`src/rtl/ea_xlate_pkg.sv`:
```
package ea_xlate_pkg;

    localparam int EA_W     = 28;
    localparam int NA_W     = 31;
    localparam int BANK_N   = 4;
    localparam int BANK_LSB = 6;
    localparam int COL_LSB  = 1;
    localparam int COL_W    = 5;
    localparam int ROW_LSB  = 10;
    localparam int ROW_W    = 14;
    localparam int MASK_W   = 32;

    // Normalized position of error-address bit idx (idx 1..27).
    function automatic int na_pos(input int idx);
        case (idx)
            1:  return 5;
            2:  return 6;
            3:  return 8;
            4:  return 9;
            5:  return 14;
            6:  return 12;
            7:  return 13;
            8:  return 10;
            9:  return 11;
            24: return 24;
            25: return 7;
            26: return 29;
            27: return 30;
            default: return idx + 5;
        endcase
    endfunction

endpackage

```
`src/rtl/ea_bank_fix.sv`:
```
module ea_bank_fix
    import ea_xlate_pkg::*;
#(
    parameter logic [BANK_N-1:0]             BANK_EN  = 4'b1111,
    parameter logic [BANK_N-1:0][MASK_W-1:0] COL_MASK = {32'h1000, 32'h800, 32'h0, 32'h0},
    parameter logic [BANK_N-1:0][MASK_W-1:0] ROW_MASK = {32'h8888, 32'h4444, 32'h22222, 32'h11111}
) (
    input  logic [EA_W-1:0] ea_in,
    output logic [EA_W-1:0] ea_fixed
);
    logic [MASK_W-1:0] col_x;
    logic [MASK_W-1:0] row_x;
    logic [BANK_N-1:0] bank;

    assign col_x = MASK_W'(ea_in[COL_LSB +: COL_W]);
    assign row_x = MASK_W'(ea_in[ROW_LSB +: ROW_W]);

    for (genvar k = 0; k < BANK_N; k++) begin : g_bank
        logic par_hit;
        assign par_hit = (^(col_x & COL_MASK[k])) ^ (^(row_x & ROW_MASK[k]));
        assign bank[k] = ea_in[BANK_LSB + k] ^ (BANK_EN[k] & par_hit);
    end

    always_comb begin
        ea_fixed = ea_in;
        ea_fixed[BANK_LSB +: BANK_N] = bank;
    end
endmodule

```
`src/rtl/ea_scatter.sv`:
```
module ea_scatter
    import ea_xlate_pkg::*;
(
    input  logic [EA_W-1:0] ea_in,
    output logic [NA_W-1:0] na_out
);
    logic unused_lsb;
    assign unused_lsb = ea_in[0];

    always_comb begin
        na_out = '0;
        for (int i = 1; i < EA_W; i++) begin
            na_out[na_pos(i)] = na_out[na_pos(i)] | ea_in[i];
        end
    end
endmodule

```
`src/rtl/pa_chan_hash.sv`:
```
module pa_chan_hash
    import ea_xlate_pkg::*;
#(
    parameter int          CH_W    = 8,
    parameter int          PA_W    = 48,
    // {1T, 1G, 2M, 64K, 4K}
    parameter logic [4:0]  HASH_EN = 5'b11110
) (
    input  logic [NA_W-1:0] na_in,
    input  logic [CH_W-1:0] ch_in,
    output logic [PA_W-1:0] pa_out
);
    localparam int BLK_SHIFT = 7;
    localparam int CH_SHIFT  = 8;
    localparam int HASH_LSB  = 12;

    logic [PA_W-1:0] na_x;
    logic [PA_W-1:0] raw;
    logic            h12, h13, h14;

    assign na_x = PA_W'(na_in);
    assign raw  = ((na_x & ~PA_W'(8'hFF)) << BLK_SHIFT)
                | (PA_W'(ch_in) << CH_SHIFT)
                | (na_x & PA_W'(8'hFF));

    assign h12 = ch_in[5] ^ (HASH_EN[1] & raw[20]) ^ (HASH_EN[2] & raw[27])
                          ^ (HASH_EN[3] & raw[34]) ^ (HASH_EN[4] & raw[41]);
    assign h13 = ch_in[6] ^ (HASH_EN[1] & raw[21]) ^ (HASH_EN[2] & raw[28])
                          ^ (HASH_EN[3] & raw[35]) ^ (HASH_EN[4] & raw[42]);
    assign h14 = ch_in[4] ^ (HASH_EN[1] & raw[19]) ^ (HASH_EN[2] & raw[26])
                          ^ (HASH_EN[3] & raw[33]) ^ (HASH_EN[4] & raw[40])
                          ^ (HASH_EN[0] & raw[47]);

    always_comb begin
        pa_out = raw;
        pa_out[HASH_LSB +: 3] = {h14, h13, h12};
    end
endmodule

```
`src/rtl/ea_phys_xlate.sv`:
```
module ea_phys_xlate
    import ea_xlate_pkg::*;
#(
    parameter int                            CH_W     = 8,
    parameter int                            PA_W     = 48,
    parameter logic [BANK_N-1:0]             BANK_EN  = 4'b1111,
    parameter logic [BANK_N-1:0][MASK_W-1:0] COL_MASK = {32'h1000, 32'h800, 32'h0, 32'h0},
    parameter logic [BANK_N-1:0][MASK_W-1:0] ROW_MASK = {32'h8888, 32'h4444, 32'h22222, 32'h11111},
    parameter logic [4:0]                    HASH_EN  = 5'b11110
) (
    input  logic            clk,
    input  logic            rst_n,
    input  logic            valid_in,
    input  logic [EA_W-1:0] err_addr,
    input  logic [CH_W-1:0] ch_idx,
    output logic            valid_out,
    output logic [PA_W-1:0] pa_out
);
    logic [EA_W-1:0] ea_fixed;
    logic [NA_W-1:0] na;
    logic [PA_W-1:0] pa_next;

    ea_bank_fix #(
        .BANK_EN (BANK_EN),
        .COL_MASK(COL_MASK),
        .ROW_MASK(ROW_MASK)
    ) u_bank (
        .ea_in   (err_addr),
        .ea_fixed(ea_fixed)
    );

    ea_scatter u_scatter (
        .ea_in (ea_fixed),
        .na_out(na)
    );

    pa_chan_hash #(
        .CH_W   (CH_W),
        .PA_W   (PA_W),
        .HASH_EN(HASH_EN)
    ) u_hash (
        .na_in (na),
        .ch_in (ch_idx),
        .pa_out(pa_next)
    );

    always_ff @(posedge clk or negedge rst_n) begin
        if (!rst_n) begin
            valid_out <= 1'b0;
            pa_out    <= '0;
        end else begin
            valid_out <= valid_in;
            if (valid_in) begin
                pa_out <= pa_next;
            end
        end
    end
endmodule

```
`config.mk`:
```
export PLATFORM = sky130hd
export DESIGN_NAME = ea_phys_xlate
export DESIGN_NICKNAME = d
export VERILOG_FILES = /design/src/rtl/ea_xlate_pkg.sv /design/src/rtl/ea_bank_fix.sv /design/src/rtl/ea_scatter.sv /design/src/rtl/pa_chan_hash.sv /design/src/rtl/ea_phys_xlate.sv
export SDC_FILE = /design/constraint.sdc
export NUM_CORES = 1
export LEC_CHECK = 0
export BUFFER_PORTS_ARGS = -buffer_cell sky130_fd_sc_hd__buf_2
export CAP_MARGIN = 20
export CORE_UTILIZATION = 52
export CTS_CLUSTER_SIZE = 20
export DETAILED_ROUTE_END_ITERATION = 10
export PLACE_DENSITY_LB_ADDON = 0.25
export SLEW_MARGIN = 20
export SYNTH_ARGS = -nofsm -noshare
export SYNTH_HDL_FRONTEND = slang
export SYNTH_HIERARCHICAL = 1
export SYNTH_SLANG_ARGS = --single-unit
```
`constraint.sdc`:
```
create_clock -name clk -period 0.8 [get_ports clk]
set_input_delay 0.12 -clock clk [delete_from_list [all_inputs] [get_ports clk]]
set_output_delay 0.12 -clock clk [all_outputs]
set_load 0.1 [all_outputs]
```
==> flow_summary.ini <==
[floorplan]
die_width_um = 76.26
die-area_um2 = 5816
start_util = 0.5510
die_y_um = 76.26
area_of_the_core_um2 = 5205
placementRows = 26
ioPinCount = 88

[run_status]
violated_checks = negative setup slack
outcome = finished with violations

[timing]
report.final.setup_viol = 97
slew_violations = 0
worst_clock_skew_ps = 0
hold_violations_final = 0
timing.final.crit_period_ps = 1149
timing.final.ws_setup_ps = -348.7
rsz0062_at_grt = true
fmax_mhz = 870.5
final_min_period_over_clock_period = 1.436

[layout]
layout.area.seq_um2 = 1393
final_design_area_no_fill_um2 = 3976
finalNetCount = 290
num-fill-cells = 303
area_growth_syn_to_layout_pct = 38.66
drive_gt1_frac = 0.8532
multi_input_combinational_cell_area_um2 = 978.4
antenna_diode_count = 0

[critical_path]
required_ps = 980
path_max_fanout = 2
worst-setup-path-type = input port to flop
ff2ff_path_depth = 2
endpoint_kind = flop
cp_data_arrival_time_ps = 1330
crit_path_start_kind = input port

[synth]
netlist_area_um2 = 2868
yosysWarnings = 6
post_synth.cell_area_avg_um2 = 12.63
synthCells = 227

[detailed_routing]
route.detailed.vias_per_inst = 4.370
route.vias.total = 1407
ant_nets = 0
detail_route.drc_violations = 0
wl_mm = 4.634
wire_per_inst_um = 14.39
first_iter_violations = 36
first_pass_iters = 4

[clock_tree]
number_of_clock_sinks = 49
cts-root-buf = sky130_fd_sc_hd__clkbuf_8
clock_tree_from_tritoncts = yes
clock_insertion_delay_at_the_later_pin_of_the_skew_report_ps = 280
htree_num_levels = 2
cts.clk_slew.worst_paths_ps = 90
cts_inserted_buffers = 5
clk_path_buf_depth = 2

[power_and_ir_drop]
total_power_uw = 9822
power.ir.vdd_worst_mv = 1.725
pwr_density_cell_nw_per_um2 = 2470
p_leak_uw = 0.001811

[global_routing]
grt_pass1_vias = 1484
gr-total-overflow = 0
antenna_found_initial = 0
groute.usage.overall = 0.1701
grt_first_pass_wirelength_mm = 7.576
grt_max_degree = 29

[place]
detailed_place_hpwl_mm = 3.461
detailed_place.area_um2 = 3704
place.gp.congestion = 0.6713
io_buffers = 86

[job]
max_cap_viol_count = 0

[worst_hold_path]
hold_path_depth = 2
worst_hold_path_type = input port to flop
power by group:
part | switching [uW] | leakage, uW | internal [uW] | total (uW)
Combinational | 3000 | 0.00124 | 2100 | 5110
Clock | 758 | 0.0000422 | 615 | 1370
Sequential | 382 | 0.000528 | 2960 | 3340
Total | 4140 | 0.00181 | 5680 | 9820
final timing paths:
check / from / endpoint / slack, ps
setup reg to reg: pa_out[21] / pa_out[21] / -210
hold / removal: err_addr[1] / pa_out[5] / 50
hold reg to reg: pa_out[13] / pa_out[13] / 570
min in group asynchronous: rst_n / pa_out[45] / 320
max in group asynchronous: rst_n / pa_out[9] / 180
setup / recovery: err_addr[7] / pa_out[12] / -350
per-stage QoR:
step / setup slack, ps / instances / TNS [ps] / utilization / hold slack (ps)
after CTS: -329.7 / 319 / -18940 / 0.7570 / 38.89
after detailed placement: -745.1 / 302 / -8863 / 0.7115 / 110.9
after global placement: -690.2 / 302 / -8389 / 0.7115 / 108.0
after global routing: -400.5 / 322 / -20900 / 0.7639 / 40.73
final: -348.7 / 322 / -18530 / 0.7639 / 53.13
after floorplan: -679.3 / 240 / -12540 / - / -175.6
cell type report:
type,count,area share
clock buffers,7,0.01919
clock inverters,1,0.001259
multi-input cells,86,0.2461
flip-flops and latches,49,0.3502
well taps,70,0.02203
repair buffers,109,0.3612
placed cells by master (no fill, tap or decap), drive strengths merged:
cell type	count
buf	108
dfrtp	49
mux2	48
conb	15
xnor2	12
xor2	7
clkbuf	7
xnor3	2
or2	2
clkinv	1
dlygate4sd3	1
critical path, stage by stage:
cell,delay (ps)
sky130_fd_sc_hd__buf_6,70
sky130_fd_sc_hd__xnor3_1,410
sky130_fd_sc_hd__xnor2_2,250
sky130_fd_sc_hd__xnor2_2,140
sky130_fd_sc_hd__xnor2_1,90
sky130_fd_sc_hd__mux2_4,250
state kept, by name, indices dropped and copies added, names as in the netlist:
name	cells
pa_out	48
valid_out	1
what timing repair did:
item | 4_1_cts | 5_1_grt
buffers inserted | 8 | 3
endpoints found under the hold margin | 49 | 0
hold buffers | 1 | 0
endpoints found under the setup margin | 97 | 97
gates resized for setup | 18 | 3
pin swaps | 8 | 4
metal layers:
| layer | share of wire | routed length, um | vias up | track usage |
|---|---|---|---|---|
| met5 | 0 | 0 | - | 0 |
| met4 | 0.0063 | 29 | 0 | 0.04615 |
| met3 | 0.063 | 292 | 4 | 0.05389 |
| met2 | 0.51 | 2385 | 63 | 0.2847 |
| met1 | 0.42 | 1927 | 683 | 0.2118 |
| li1 | - | - | 657 | - |
Power figures use the tool's default switching activity.
